**src/rtl/iocs_pkg.sv**
```systemverilog
`timescale 1ns/1ps
package iocs_pkg;
  localparam int STEPS = 4;
  localparam int LEN_W = 3;
  localparam int DLY_W = 3;
  localparam int IDX_W = $clog2(STEPS);

  typedef enum logic [1:0] {ST_IDLE, ST_PAUSE, ST_RUN} st_e;

  // Contention flag and run length per step, plus index of the final step.
  typedef struct packed {
    logic [STEPS-1:0]            cont;
    logic [STEPS-1:0][LEN_W-1:0] len;
    logic [IDX_W-1:0]            last;
  } pat_t;

  typedef struct packed {
    st_e              st;
    logic [LEN_W-1:0] cnt;
    logic             hold;
  } entry_t;

  // Decide how a step opens: pause for the current delay or run straight away.
  function automatic entry_t step_entry(logic cont, logic [LEN_W-1:0] len,
                                        logic en, logic [DLY_W-1:0] dly);
    entry_t r;
    if (cont && en && (dly != '0)) begin
      r.st   = ST_PAUSE;
      r.cnt  = LEN_W'(dly - 1'b1);
      r.hold = 1'b1;
    end else begin
      r.st   = ST_RUN;
      r.cnt  = len - 1'b1;
      r.hold = 1'b0;
    end
    return r;
  endfunction
endpackage

```
**src/rtl/iocs_pattern_decode.sv**
```systemverilog
`timescale 1ns/1ps
module iocs_pattern_decode
  import iocs_pkg::*;
#(
  parameter int             ADDR_W   = 16,
  parameter logic [7:0]     WIN_LO   = 8'h40,
  parameter logic [7:0]     WIN_HI   = 8'h7F,
  parameter logic [ADDR_W-1:0] OWN_MASK = ADDR_W'(1),
  parameter logic [ADDR_W-1:0] OWN_VAL  = '0
) (
  input  logic [ADDR_W-1:0] addr,
  output pat_t              pat
);
  logic [7:0] hi_byte;
  logic       in_win;
  logic       own;

  assign hi_byte = addr[ADDR_W-1 -: 8];
  assign in_win  = (hi_byte >= WIN_LO) && (hi_byte <= WIN_HI);
  assign own     = ((addr & OWN_MASK) == OWN_VAL);

  always_comb begin
    pat.cont = '0;
    pat.last = '0;
    for (int i = 0; i < STEPS; i++) pat.len[i] = LEN_W'(1);
    case ({in_win, own})
      2'b00: begin                       // N:4
        pat.len[0] = LEN_W'(4);
      end
      2'b01: begin                       // N:1 C:3
        pat.cont   = 4'b0010;
        pat.len[1] = LEN_W'(3);
        pat.last   = IDX_W'(1);
      end
      2'b11: begin                       // C:1 C:3
        pat.cont   = 4'b0011;
        pat.len[1] = LEN_W'(3);
        pat.last   = IDX_W'(1);
      end
      default: begin                     // C:1 x4
        pat.cont = 4'b1111;
        pat.last = IDX_W'(STEPS-1);
      end
    endcase
  end
endmodule

```
**src/rtl/iocs_delay_lut.sv**
```systemverilog
`timescale 1ns/1ps
module iocs_delay_lut
  import iocs_pkg::*;
#(
  parameter int T_W         = 17,
  parameter int DISP_START  = 14335,
  parameter int LINE_T      = 224,
  parameter int DISP_LINES  = 192,
  parameter int DISP_ACTIVE = 128
) (
  input  logic             clk,
  input  logic             rst,
  input  logic [T_W-1:0]   tstate,
  output logic [DLY_W-1:0] dly
);
  localparam logic [T_W-1:0] START_V = T_W'(DISP_START);
  localparam logic [T_W-1:0] END_V   = T_W'(DISP_START + DISP_LINES*LINE_T);
  localparam logic [T_W-1:0] LINE_V  = T_W'(LINE_T);
  localparam logic [T_W-1:0] ACT_V   = T_W'(DISP_ACTIVE);

  logic [T_W-1:0] rel;
  logic [T_W-1:0] col;
  logic [2:0]     phase;
  logic           in_disp;

  always_comb begin
    rel     = tstate - START_V;
    col     = rel % LINE_V;
    phase   = col[2:0];
    in_disp = (tstate >= START_V) && (tstate < END_V) && (col < ACT_V);
    if (in_disp && (phase < 3'd6)) dly = DLY_W'(3'd6 - phase);
    else                           dly = '0;
  end

  a_r6_delay_cap: assert property (@(posedge clk) disable iff (rst)
    dly <= DLY_W'(6));
  a_r6_quiet_before_display: assert property (@(posedge clk) disable iff (rst)
    (tstate < START_V) |-> (dly == '0));
endmodule

```
**src/rtl/iocs_stepper.sv**
```systemverilog
`timescale 1ns/1ps
module iocs_stepper
  import iocs_pkg::*;
#(
  parameter int CL_W = 6
) (
  input  logic             clk,
  input  logic             rst,
  input  logic             req,
  input  pat_t             pat_in,
  input  logic             en_in,
  input  logic [DLY_W-1:0] dly,
  output logic             clk_hold,
  output logic             busy,
  output logic             done,
  output logic [CL_W-1:0]  cycle_len
);
  st_e              st_q;
  logic [IDX_W-1:0] step_q;
  logic [IDX_W-1:0] step_nx;
  logic [LEN_W-1:0] cnt_q;
  logic [CL_W-1:0]  elapsed_q;
  logic [CL_W-1:0]  len_q;
  pat_t             pat_q;
  logic             en_q;
  logic             hold_q;
  logic             done_q;
  entry_t           first_e;
  entry_t           next_e;

  always_comb begin
    step_nx = step_q + 1'b1;
    first_e = step_entry(pat_in.cont[0], pat_in.len[0], en_in, dly);
    next_e  = step_entry(pat_q.cont[step_nx], pat_q.len[step_nx], en_q, dly);
  end

  always_ff @(posedge clk) begin
    if (rst) begin
      st_q      <= ST_IDLE;
      step_q    <= '0;
      cnt_q     <= '0;
      elapsed_q <= '0;
      len_q     <= '0;
      pat_q     <= '0;
      en_q      <= 1'b0;
      hold_q    <= 1'b0;
      done_q    <= 1'b0;
    end else begin
      done_q <= 1'b0;
      case (st_q)
        ST_IDLE: begin
          hold_q <= 1'b0;
          if (req) begin
            pat_q     <= pat_in;
            en_q      <= en_in;
            step_q    <= '0;
            st_q      <= first_e.st;
            cnt_q     <= first_e.cnt;
            hold_q    <= first_e.hold;
            elapsed_q <= CL_W'(1);
          end
        end
        ST_PAUSE: begin
          elapsed_q <= elapsed_q + 1'b1;
          if (cnt_q != '0) begin
            cnt_q  <= cnt_q - 1'b1;
            hold_q <= 1'b1;
          end else begin
            st_q   <= ST_RUN;
            cnt_q  <= pat_q.len[step_q] - 1'b1;
            hold_q <= 1'b0;
          end
        end
        ST_RUN: begin
          if (cnt_q != '0) begin
            cnt_q     <= cnt_q - 1'b1;
            elapsed_q <= elapsed_q + 1'b1;
            hold_q    <= 1'b0;
          end else if (step_q != pat_q.last) begin
            step_q    <= step_nx;
            st_q      <= next_e.st;
            cnt_q     <= next_e.cnt;
            hold_q    <= next_e.hold;
            elapsed_q <= elapsed_q + 1'b1;
          end else begin
            st_q   <= ST_IDLE;
            hold_q <= 1'b0;
            done_q <= 1'b1;
            len_q  <= elapsed_q;
          end
        end
        default: st_q <= ST_IDLE;
      endcase
    end
  end

  assign clk_hold  = hold_q;
  assign busy      = (st_q != ST_IDLE);
  assign done      = done_q;
  assign cycle_len = len_q;

  a_r1_reset_idle: assert property (@(posedge clk)
    rst |=> (!clk_hold && !busy && !done));
  a_r8_hold_needs_busy: assert property (@(posedge clk) disable iff (rst)
    clk_hold |-> busy);
  a_r8_pause_cap: assert property (@(posedge clk) disable iff (rst)
    clk_hold |-> (cnt_q <= LEN_W'(5)));
  a_r7_late_no_hold: assert property (@(posedge clk) disable iff (rst)
    (busy && !en_q) |-> !clk_hold);
  a_r9_done_single: assert property (@(posedge clk) disable iff (rst)
    done |=> !done);
  a_r9_len_floor: assert property (@(posedge clk) disable iff (rst)
    done |-> (cycle_len >= CL_W'(STEPS)));
  a_r10_busy_holds_pattern: assert property (@(posedge clk) disable iff (rst)
    (busy && req) |=> (busy || done));
endmodule

```
**src/rtl/io_contention_seq.sv**
```systemverilog
`timescale 1ns/1ps
module io_contention_seq
  import iocs_pkg::*;
#(
  parameter int ADDR_W      = 16,
  parameter int T_W         = 17,
  parameter int CL_W        = 6,
  parameter int DISP_START  = 14335,
  parameter int LINE_T      = 224,
  parameter int DISP_LINES  = 192,
  parameter int DISP_ACTIVE = 128
) (
  input  logic              clk,
  input  logic              rst,
  input  logic              io_req,
  input  logic [ADDR_W-1:0] port_addr,
  input  logic              mreq_active,
  input  logic              late_mode,
  input  logic [T_W-1:0]    frame_tstate,
  output logic              clk_hold,
  output logic              busy,
  output logic              done,
  output logic [CL_W-1:0]   cycle_len
);
  pat_t             pat;
  logic [DLY_W-1:0] dly;
  logic             cont_en;

  // Later mode only contends while a memory request is active.
  assign cont_en = !late_mode || mreq_active;

  iocs_pattern_decode #(
    .ADDR_W(ADDR_W)
  ) u_dec (
    .addr (port_addr),
    .pat  (pat)
  );

  iocs_delay_lut #(
    .T_W        (T_W),
    .DISP_START (DISP_START),
    .LINE_T     (LINE_T),
    .DISP_LINES (DISP_LINES),
    .DISP_ACTIVE(DISP_ACTIVE)
  ) u_lut (
    .clk    (clk),
    .rst    (rst),
    .tstate (frame_tstate),
    .dly    (dly)
  );

  iocs_stepper #(
    .CL_W(CL_W)
  ) u_step (
    .clk       (clk),
    .rst       (rst),
    .req       (io_req),
    .pat_in    (pat),
    .en_in     (cont_en),
    .dly       (dly),
    .clk_hold  (clk_hold),
    .busy      (busy),
    .done      (done),
    .cycle_len (cycle_len)
  );
endmodule

```
**config.mk**
```make
export PLATFORM = sky130hd
export DESIGN_NAME = io_contention_seq
export DESIGN_NICKNAME = d
export VERILOG_FILES = /design/src/rtl/iocs_pkg.sv /design/src/rtl/iocs_pattern_decode.sv /design/src/rtl/iocs_delay_lut.sv /design/src/rtl/iocs_stepper.sv /design/src/rtl/io_contention_seq.sv
export SDC_FILE = /design/constraint.sdc
export NUM_CORES = 1
export LEC_CHECK = 0
export CORE_MARGIN = 4
export CORE_UTILIZATION = 31
export DETAILED_ROUTE_END_ITERATION = 8
export MAX_ROUTING_LAYER = met4
export SYNTH_ARGS = -nofsm -noshare
export SYNTH_HDL_FRONTEND = slang
export SYNTH_SLANG_ARGS = --single-unit
export TNS_END_PERCENT = 100
```
**constraint.sdc**
```tcl
create_clock -name clk -period 5.7 [get_ports clk]
set_input_delay 1.14 -clock clk [delete_from_list [all_inputs] [get_ports clk]]
set_output_delay 1.14 -clock clk [all_outputs]
set_load 0.01 [all_outputs]
```
# After elaboration in Yosys (flattened, before gate mapping)

Cells that the tools add are included.

Bits in writable memories: 0
Input port bits: 38
Memories: 0
Logic and storage cells: 106
Memory bits (read-only): 0
Bits in registers: 35
Bits in latches: 0
Output and inout port bits: 9

$add $sub $neg: 9
Bitwise operators: 3
Order comparisons: 8
Shift-type cells: 0
Div/mod/pow operators: 1
Muxes and demuxes: 37
Equal/unequal tests: 10
$mul: 0
Reductions and logical operators: 25

Operators by type and width:

| cell                     | count |
|---|---|
| $mux W6                  | 5 |
| $mux W3                  | 8 |
| $pmux W6 S3              | 1 |
| $ge A17 B14 Y1 const B   | 1 |
| $lt A17 B16 Y1 const B   | 1 |
| $lt A17 B8 Y1 const B    | 1 |
| $mod A17 B8 Y17 const B  | 1 |
| $sub A17 B14 Y17 const B | 1 |
| $logic_not A16 Y1        | 1 |
| $mux W2                  | 8 |
| $sub A3 B1 Y3 const B    | 5 |
| $bmux W3 S2              | 2 |
| $pmux W4 S3              | 1 |
| $pmux W3 S3              | 1 |
| $reduce_and A3 Y1        | 3 |
| $reduce_bool A3 Y1       | 3 |
| $ge A8 B7 Y1 const B     | 1 |
| $le A8 B7 Y1 const B     | 1 |
| $logic_and A1 B1 Y1      | 8 |
| $pmux W2 S2              | 2 |
| $add A6 B1 Y6 const B    | 1 |
| $lt A2 B3 Y1 const B     | 2 |
| $mux W1                  | 6 |
| $ne A2 B2 Y1 const B     | 3 |
| other kinds (20)         | 26 |

# Logic depth before layout (Yosys ltp)

Gate-level depths: netlist of run 1.

Word-level depth: 12
Gate-level depth with buffers: 27
Gate-level depth less buffers: 24

# Modules after synthesis

Synthesis of run 1 repeated with hierarchy kept, for this count alone.

Cell total of the unflattened synthesis: 513
Area, all modules: 3975.1 µm²

By module, submodules not included:

| module              | instances | cells each | area each (µm²) | sequential area each (µm²) |
|---|---|---|---|---|
| iocs_stepper        | 1         | 270        | 2209.6          | 800.8 |
| iocs_delay_lut      | 1         | 221        | 1619.1          | 0.0 |
| iocs_pattern_decode | 1         | 21         | 140.1           | 0.0 |
| io_contention_seq   | 1         | 1          | 6.3             | 0.0 |

# Least setup slack after synthesis of run 1

OpenSTA, ideal clock, no wires.

Kind: input -> register
Start: input frame_tstate[0]
End: register u_step.st_q[1]
Stages: 21
Arrival: 5853 ps
Buffers on the path: 1
Data required time: 5572 ps
Setup time: 128 ps
Slack: -280 ps
Cells stage by stage: ha_1 -> nand2_1 -> or4_4 -> o211ai_4 -> nor2_4 -> or4_4 -> and3_1 -> buf_6 -> or2_4 -> a211o_1 -> a41oi_2 -> mux2i_1 -> a21oi_1 -> a221oi_2 -> nand3_1 -> ha_1 -> ha_1 -> or3_1 -> a221o_1 -> a22oi_1 -> nor2_1

Word-level cells in the longest chain between the ends: 12
Elaborated cells on any way between the ends: 20
Classes of those cells: add/sub (2); div (1); order compare (4); mux (7); reduce/logical (6)

RTL lines:

| what                 | line                    | text |
|---|---|---|
| start, declared      | io_contention_seq.sv:19 | `input logic [T_W-1:0] frame_tstate,` |
| $sub A17 B14 Y17     | iocs_delay_lut.sv:27    | `rel = tstate - START_V;` |
| $mod A17 B8 Y17      | iocs_delay_lut.sv:28    | `col = rel % LINE_V;` |
| $lt A17 B8 Y1        | iocs_delay_lut.sv:30    | `in_disp = (tstate >= START_V) && (tstate < END_V) && (col < ACT_V);` |
| $logic_and A1 B1 Y1  | iocs_delay_lut.sv:30    |  |
| $logic_and A1 B1 Y1  | iocs_delay_lut.sv:31    | `if (in_disp && (phase < 3'd6)) dly = DLY_W'(3'd6 - phase);` |
| $mux W3 *            | iocs_delay_lut.sv:31    |  |
| $reduce_bool A3 Y1 * | iocs_pkg.sv:27          | `if (cont && en && (dly != '0)) begin` |
| $logic_and A1 B1 Y1  | iocs_pkg.sv:27          |  |
| $mux W6              | iocs_pkg.sv:27          |  |
| $mux W2              | iocs_stepper.sv:79      | `end else if (step_q != pat_q.last) begin` |
| $mux W2              | iocs_stepper.sv:75      | `if (cnt_q != '0) begin` |
| $pmux W2 S3 *        | iocs_stepper.sv:50      | `case (st_q)` |
| end signal, assigned | iocs_stepper.sv:57      | `st_q <= first_e.st;` |
| end signal, assigned | iocs_stepper.sv:81      | `st_q <= next_e.st;` |
| end, declared        | iocs_stepper.sv:18      | `st_e st_q;` |

Mark *: on every way between the ends. The rest lies on a longest branch, timed or not. The select of a mux whose other input is x is not followed.
A chain may end at the register's enable or synchronous reset.

# Worst setup path after layout of run 1

Start: input frame_tstate[3]
End: register u_step.cnt_q[0]

Word-level cells in the longest chain between the ends: 12
Elaborated cells on any way between the ends: 21
Classes of those cells: add/sub (3); div (1); order compare (4); mux (7); reduce/logical (6)

RTL lines:

| what                                                  | line                 | text |
|---|---|---|
| $sub A17 B14 Y17                                      | iocs_delay_lut.sv:27 |  |
| $mod A17 B8 Y17                                       | iocs_delay_lut.sv:28 |  |
| $lt A17 B8 Y1                                         | iocs_delay_lut.sv:30 |  |
| $logic_and A1 B1 Y1                                   | iocs_delay_lut.sv:30 |  |
| $logic_and A1 B1 Y1                                   | iocs_delay_lut.sv:31 |  |
| $mux W3 *                                             | iocs_delay_lut.sv:31 |  |
| branches (longest 5 deep; another with $sub A3 B1 Y3) | --                   |  |
| $pmux W3 S3 *                                         | iocs_stepper.sv:50   |  |
| end signal, assigned                                  | iocs_stepper.sv:58   | `cnt_q <= first_e.cnt;` |
| end signal, assigned                                  | iocs_stepper.sv:76   | `cnt_q <= cnt_q - 1'b1;` |
| end signal, assigned                                  | iocs_stepper.sv:82   | `cnt_q <= next_e.cnt;` |
| end, declared                                         | iocs_stepper.sv:21   | `logic [LEN_W-1:0] cnt_q;` |

Mark *: on every way between the ends. The select of a mux whose other input is x is not followed.

==> results of run 1 <==
-- final timing paths --
kind                               to  slack, ns  cells after the start
hold / removal        u_step.clk_hold       0.49                      2
setup / recovery      u_step.cnt_q[0]      -0.22                     24
setup reg to reg  u_step.elapsed_q[5]       3.33                      9
hold reg to reg       u_step.clk_hold       0.49                      2
-- cell type report --
class | instances | area (um2) | share of cell area
clock buffer | 7 | 96.3 | 0.0182
inverter | 10 | 37.5 | 0.00710
multi-input combinational | 363 | 2940 | 0.557
timing repair buffer | 173 | 1460 | 0.276
clock inverter | 1 | 5.00 | 0.000946
tap | 133 | 166 | 0.0315
sequential | 29 | 581 | 0.110
-- critical path, stage by stage --
cell and delay [ns]:
buf_8 0.08, nand4_4 0.18, buf_6 0.18, nor4_4 0.30, o211a_4 0.24, buf_6 0.11, nor2_1 0.06, or4_4 0.53
and3_4 0.21, or2_4 0.24, a211o_1 0.33, a41oi_2 0.23, mux2i_2 0.26, a21oi_2 0.10, a221oi_4 0.30, nand3_1 0.12
ha_2 0.21, ha_4 0.16, nand3b_1 0.26, buf_4 0.20, a21oi_1 0.16, o221ai_1 0.16, o31ai_1 0.28, a31oi_2 0.05
-- cells in the mapped netlist, drive strengths merged (5+ instances only) --
cell type | number | area [um2]
dfxtp | 29 | 581
clkbuf | 17 | 66.3
xor2 | 12 | 105
mux2i | 15 | 154
nand2 | 29 | 109
buf | 7 | 46.3
nor3 | 11 | 65.1
nand4 | 13 | 111
nand3 | 15 | 75.1
inv | 10 | 37.5
a31oi | 7 | 50.1
o211ai | 6 | 58.8
xnor2 | 12 | 105
a21oi | 33 | 165
o21ai | 31 | 155
ha | 14 | 175
nor2b | 5 | 31.3
nor4 | 7 | 71.3
nor2 | 60 | 233
-- repair_timing --
item	4_1_cts	5_1_grt
buffers inserted	22	23
pin swaps	41	41
endpoints found under the setup margin	6	6
gates cloned	1	0
resized for setup	123	63
-- stage by stage --
| step | cell area [um2] | worst slack [ns] | std cells | hold WS [ns] | power [W] |
|---|---|---|---|---|---|
| after detailed placement | 4310 | -0.895 | 663 | 0.482 | 0.000757 |
| after CTS | 4780 | -0.0955 | 694 | 0.497 | 0.000989 |
| after global placement | 4310 | -0.879 | 663 | 0.466 | 0.000749 |
| after global routing | 5290 | -0.501 | 716 | 0.521 | 0.00115 |
| final | 5290 | -0.224 | 716 | 0.491 | 0.00107 |
| after floorplan | 3230 | -0.0138 | 425 | 0.451 | 0.000573 |
-- layer usage --
| metal | up-vias | part of all wire | wire length [um] | GRT usage |
|---|---|---|---|---|
| li1 | 1926 | - | - | - |
| met2 | 87 | 0.51 | 5430 | 0.315 |
| met4 | 0 | 0.017 | 184 | 0.0451 |
| met3 | 15 | 0.038 | 411 | 0.0207 |
| met5 | - | 0 | 0 | - |
| met1 | 1797 | 0.44 | 4720 | 0.218 |
-- sequential cells by signal, summed over array words and instances (netlist names) --
signal,cells
u_step.cnt_q,3
u_step.elapsed_q,6
u_step.done,1
u_step.st_q,2
u_step.en_q,1
u_step.step_q,2
u_step.clk_hold,1
u_step.cycle_len,6
u_step.pat_q,7
-- power groups by stage --
stage / clock network (W) / logic (W) / registers, W
CTS: 0.000191 / 0.000557 / 0.000241
finish: 0.000185 / 0.000644 / 0.000242
global route: 0.000201 / 0.000703 / 0.000244
floorplan: 0 / 0.000332 / 0.000241
global placement: 0 / 0.000504 / 0.000245
detailed placement: 0 / 0.000511 / 0.000246
-- cell families (layout without fill, tap and decap cells) --
| logic type | Yosys count | in the layout | synth area share |
|---|---|---|---|
| AOI/OAI and AO/OA | 134 | 135 | 0.293 |
| xor gates and xnor gates | 24 | 24 | 0.0664 |
| adders and majority gates | 14 | 14 | 0.0553 |
| buffers and inverters | 34 | 191 | 0.0474 |
| DFF | 29 | 29 | 0.183 |
| muxes | 17 | 17 | 0.0557 |
| and+or+nand+nor | 173 | 173 | 0.299 |
-- layout by cell type (no fill, tap or decap), types with 4 or more instances in the layout --
cell | netlist | routed
a21oi_1 | 33 | 28
a22oi_1 | 4 | 4
a31oi_1 | 6 | 5
buf_4 | 2 | 127
buf_6 | 1 | 18
buf_8 | 0 | 4
clkbuf_8 | 0 | 7
clkdlybuf4s50_1 | 0 | 17
dfxtp_1 | 29 | 29
ha_1 | 14 | 11
inv_1 | 10 | 10
mux2i_1 | 14 | 13
nand2_1 | 29 | 26
nand3_1 | 15 | 12
nand4_1 | 11 | 11
nor2_1 | 59 | 51
nor2_4 | 1 | 7
nor2b_1 | 5 | 5
nor3_1 | 9 | 8
nor4_4 | 1 | 5
o211ai_1 | 5 | 5
o21ai_0 | 29 | 21
o21ai_1 | 2 | 6
xnor2_1 | 12 | 10
xor2_1 | 12 | 12
==> impl_metrics.yaml, run 1 <==
cts:
  ctsHtreeMaxLevel: 2
  clkTransAtPathRegs_ns: 0.06
  cts_buffer_depth: 2
  cts_buffers: 5
  ctsHoldBuffers: 0
  cts_tree: "done"
  cts_root_buf: "clkbuf_8"
  clock_latency_ns: 0.28
  cts_num_sinks: 29
sta:
  layout_min_cycle_time_ns: 5.92
  max_slew_margin: 0.204
  tns_ns: -0.927
  max_freq_mhz: 169
  setup_viol: 5
  hold_violations: 0
  fin_skew_ns: 0.00642
  drv_slew: 0
  fin_ws_ns: -0.224
  timing.final.crit_share: 1.04
  rsz0062_at_grt: "yes"
  tightestPinTransition_ns: 1.18
flow_run:
  cap_violations: 0
setup_path:
  cp.required_ns: 5.86
  critPathKind: "in -> reg"
  cp-end-kind: "register"
  r2r_start: "u_step.cnt_q[0]"
  cp-startpoint: "frame_tstate[3]"
  cp.arrival_ns: 6.08
  cp-start-kind: "input port"
  worst-path-max-fanout: 8
synth:
  syn_inst: 425
  synth_nets: 477
  synth_area_um2: 3170
  async_flop_share: 0
  yosysWarnings: 0
  ys_seq_elements: 29
  netlist-cell-type-count: 78
  seq_area_frac_synth: 0.183
  synthFlopType: "dfxtp_1"
  synth_edf_count: 0
  syn_avg_cell_area_um2: 7.45
detailed_routing:
  drc: 0
  drt_first_pass_iters: 4
  drt-total-wl_um: 10800
  ant_nets: 0
  wire_per_inst_um: 15.0
  drt_iter0_drc: 205
  avgViaCountPerCell: 5.34
  vias: 3825
grt:
  gr-total-overflow: 0
  antenna_found_initial: 0
  grt_max_degree: 25
  grt_pass1_vias: 3688
  grt_first_pass_wirelength_um: 17100
  grt_usage: 0.179
finish:
  utilization: 0.536
  nets: 634
  syn2layout_area_growth_pct: 67.0
  antenna_cells: 0
  nFillCells: 892
  layout-drive-gt1-share: 0.425
floorplan:
  pin_count: 47
  die_h_um: 109
  core_um2: 9860
  dieArea_um2: 11900
  rows: 36
  initial_utilization: 0.321
  die_w_um: 109
power_and_ir_drop:
  powerDensity_nw_per_um2: 202
  p_sw_frac: 0.403
  comb_power_share: 0.602
  ir_drop_mv: 0.0970
  p_int_w: 0.000639
  switchingPower_w: 0.000432
  power.leakage_nw: 2.13
  p_seq_frac: 0.226
  clkPwrFrac: 0.172
placement:
  place_congestion: 0.873
  port_buffers: 33
  hpwl_um: 7520
worst_hold_path:
  hold_start: "u_step.clk_hold"
  hp-class: "reg -> reg"
run_status:
  violations: "negative setup slack"
  run_status: "finished with violations"
No activity file was read; power rests on OpenSTA's default activity.
==> inputs of run 2 (changes only) <==
--- a/config.mk
+++ b/config.mk
@@ -8,6 +8,7 @@
 export CORE_MARGIN = 4
 export CORE_UTILIZATION = 31
 export DETAILED_ROUTE_END_ITERATION = 8
+export DONT_BUFFER_PORTS = 1
 export MAX_ROUTING_LAYER = met4
 export SYNTH_ARGS = -nofsm -noshare
 export SYNTH_HDL_FRONTEND = slang
==> constraint.sdc (replaced) <==
create_clock -name clk -period 5.7 [get_ports clk]
set_input_delay 1.14 -clock clk [delete_from_list [all_inputs] [get_ports clk]]
set_output_delay 1.14 -clock clk [all_outputs]
set_load 0.05 [all_outputs]
==> impl_metrics.yaml, run 2 (synthesized netlist as in run 1, its figures left out) <==
power_and_ir_drop:
  ir_drop_mv: 0.114
  p_total_w: 0.000985
  power.leakage_nw: 1.53
  powerDensity_nw_per_um2: 241
setup_path:
  cp.arrival_ns: 5.90
  worst-path-max-fanout: 8
  cp.required_ns: 5.87
  cp-start-kind: "input port"
  critPathKind: "in -> reg"
  cp-end-kind: "register"
cts:
  ctsHtreeMaxLevel: 2
  cts_root_buf: "clkbuf_8"
  cts_buffers: 5
  cts_buffer_depth: 2
  clock_latency_ns: 0.28
  cts_num_sinks: 29
  ctsHoldBuffers: 0
  clkTransAtPathRegs_ns: 0.06
  cts_tree: "done"
placement:
  place_ws_ns: -0.325
  hpwl_um: 6950
  place_inst: 596
  port_buffers: 0
  place_congestion: 0.980
sta:
  worst_hold_slack_ns: 0.486
  drv_slew: 0
  fin_ws_ns: -0.0227
  fin_skew_ns: 0.00719
  rsz0062_at_grt: "yes"
  layout_min_cycle_time_ns: 5.72
  timing.final.crit_share: 1.00
  max_freq_mhz: 175
  max_slew_margin: 0.435
  hold_violations: 0
  tightestPinTransition_ns: 0.841
  setup_viol: 2
floorplan:
  die_h_um: 109
  pin_count: 47
  dieArea_um2: 11900
  rows: 36
  core_um2: 9860
  die_w_um: 109
  initial_utilization: 0.321
grt:
  grt_usage: 0.159
  grt_pass1_vias: 3213
  grt_max_degree: 25
  grt_first_pass_wirelength_um: 15200
  antenna_found_initial: 0
  gr-total-overflow: 0
detailed_routing:
  drt_iter0_drc: 156
  ant_nets: 0
  wire_per_inst_um: 15.5
  avgViaCountPerCell: 5.68
  vias: 3457
  drt-total-wl_um: 9470
  drt_first_pass_iters: 4
  drc: 0
run_status:
  run_status: "finished with violations"
  violations: "negative setup slack"
finish:
  mostFrequentLayoutCells: "buf_4, nor2_1, a21oi_1, dfxtp_1, nand2_1"
  syn2layout_area_growth_pct: 29.0
  regMostFlops: "u_step.pat_q"
  utilization: 0.414
  nets: 527
  antenna_cells: 0
  largest_reg_flops: 7
  layout-drive-gt1-share: 0.277
  instances_no_fill: 609
  layout_commonest_cell: "buf_4"
flow_run:
  cap_violations: 0
worst_hold_path:
  hp-class: "reg -> reg"
[run 2: cell types whose count changed in the layout (fill, tap and decap cells not counted), moves of 4 or more]
cell             before  now
buf_4               127   65
buf_8                 4    0
buf_6                18    2
clkdlybuf4s50_1      17    0
nor2_4                7    2
[run 2: timing repair]
action	CTS	global route
pin swaps	0	24
setup endpoints to repair	3	6
gates resized for setup	4	43
hold endpoints to repair	0	0
buffers inserted	0	5
[run 2: final cells by class]
cell class                 instances  area (um2)
fill                             992        5780
multi-input combinational        362        2680
sequential                        29         581
timing repair buffer              67         510
tap                              133         166
clock buffer                       7        86.3
inverter                          10        37.5
clock inverter                     1        30.0
[run 2: metrics by stage]
stage	area [um2]	TNS, ns
6_report	4090	-0.0250
5_1_grt	4090	-0.901
4_1_cts	3850	0
3_5_place_dp	3720	-1.37
3_3_place_gp	3720	-1.18
2_1_floorplan	3230	-0.0185
[run 2: path summary, 6_finish.rpt]
path / cells past startpoint / to / startpoint / slack (ns)
worst min register to register: 2 / u_step.elapsed_q[5] / u_step.elapsed_q[5] / 0.49
worst min-delay path: 2 / u_step.elapsed_q[5] / u_step.elapsed_q[5] / 0.49
worst max-delay path: 25 / u_step.cnt_q[1] / frame_tstate[0] / -0.02
worst max register to register: 9 / u_step.elapsed_q[5] / u_step.st_q[1] / 3.25
[run 2: critical path: stages]
cell and delay, ns:
ha_4 0.14, nand2_8 0.07, nor4_4 0.35, buf_4 0.19
o211ai_4 0.13, buf_6 0.16, a2111oi_4 0.35, o31ai_2 0.14
and3_4 0.21, or2_4 0.24, a211o_1 0.31, a41oi_2 0.25
mux2i_1 0.23, a21oi_2 0.09, a221oi_2 0.31, nand3_1 0.13
ha_2 0.22, ha_4 0.16, nand3b_1 0.26, buf_4 0.21
mux2i_1 0.11, o211ai_1 0.17, a31oi_1 0.11, mux2i_1 0.15
nor2_1 0.05
[run 2: power breakdown]
part           switching, W  leakage [nW]  internal [W]
Clock             0.0000777        0.0585      0.000142
Combinational      0.000290          1.23      0.000226
Sequential        0.0000260         0.237      0.000223
[run 2: routing by layer]
layer / up-vias / wire [um] / global-route usage
li1: 1704 / - / -
met2: 98 / 4590 / 0.261
met3: 10 / 605 / 0.0367
met5: - / 0 / -
met4: 0 / 103 / 0.0352
met1: 1645 / 4170 / 0.197
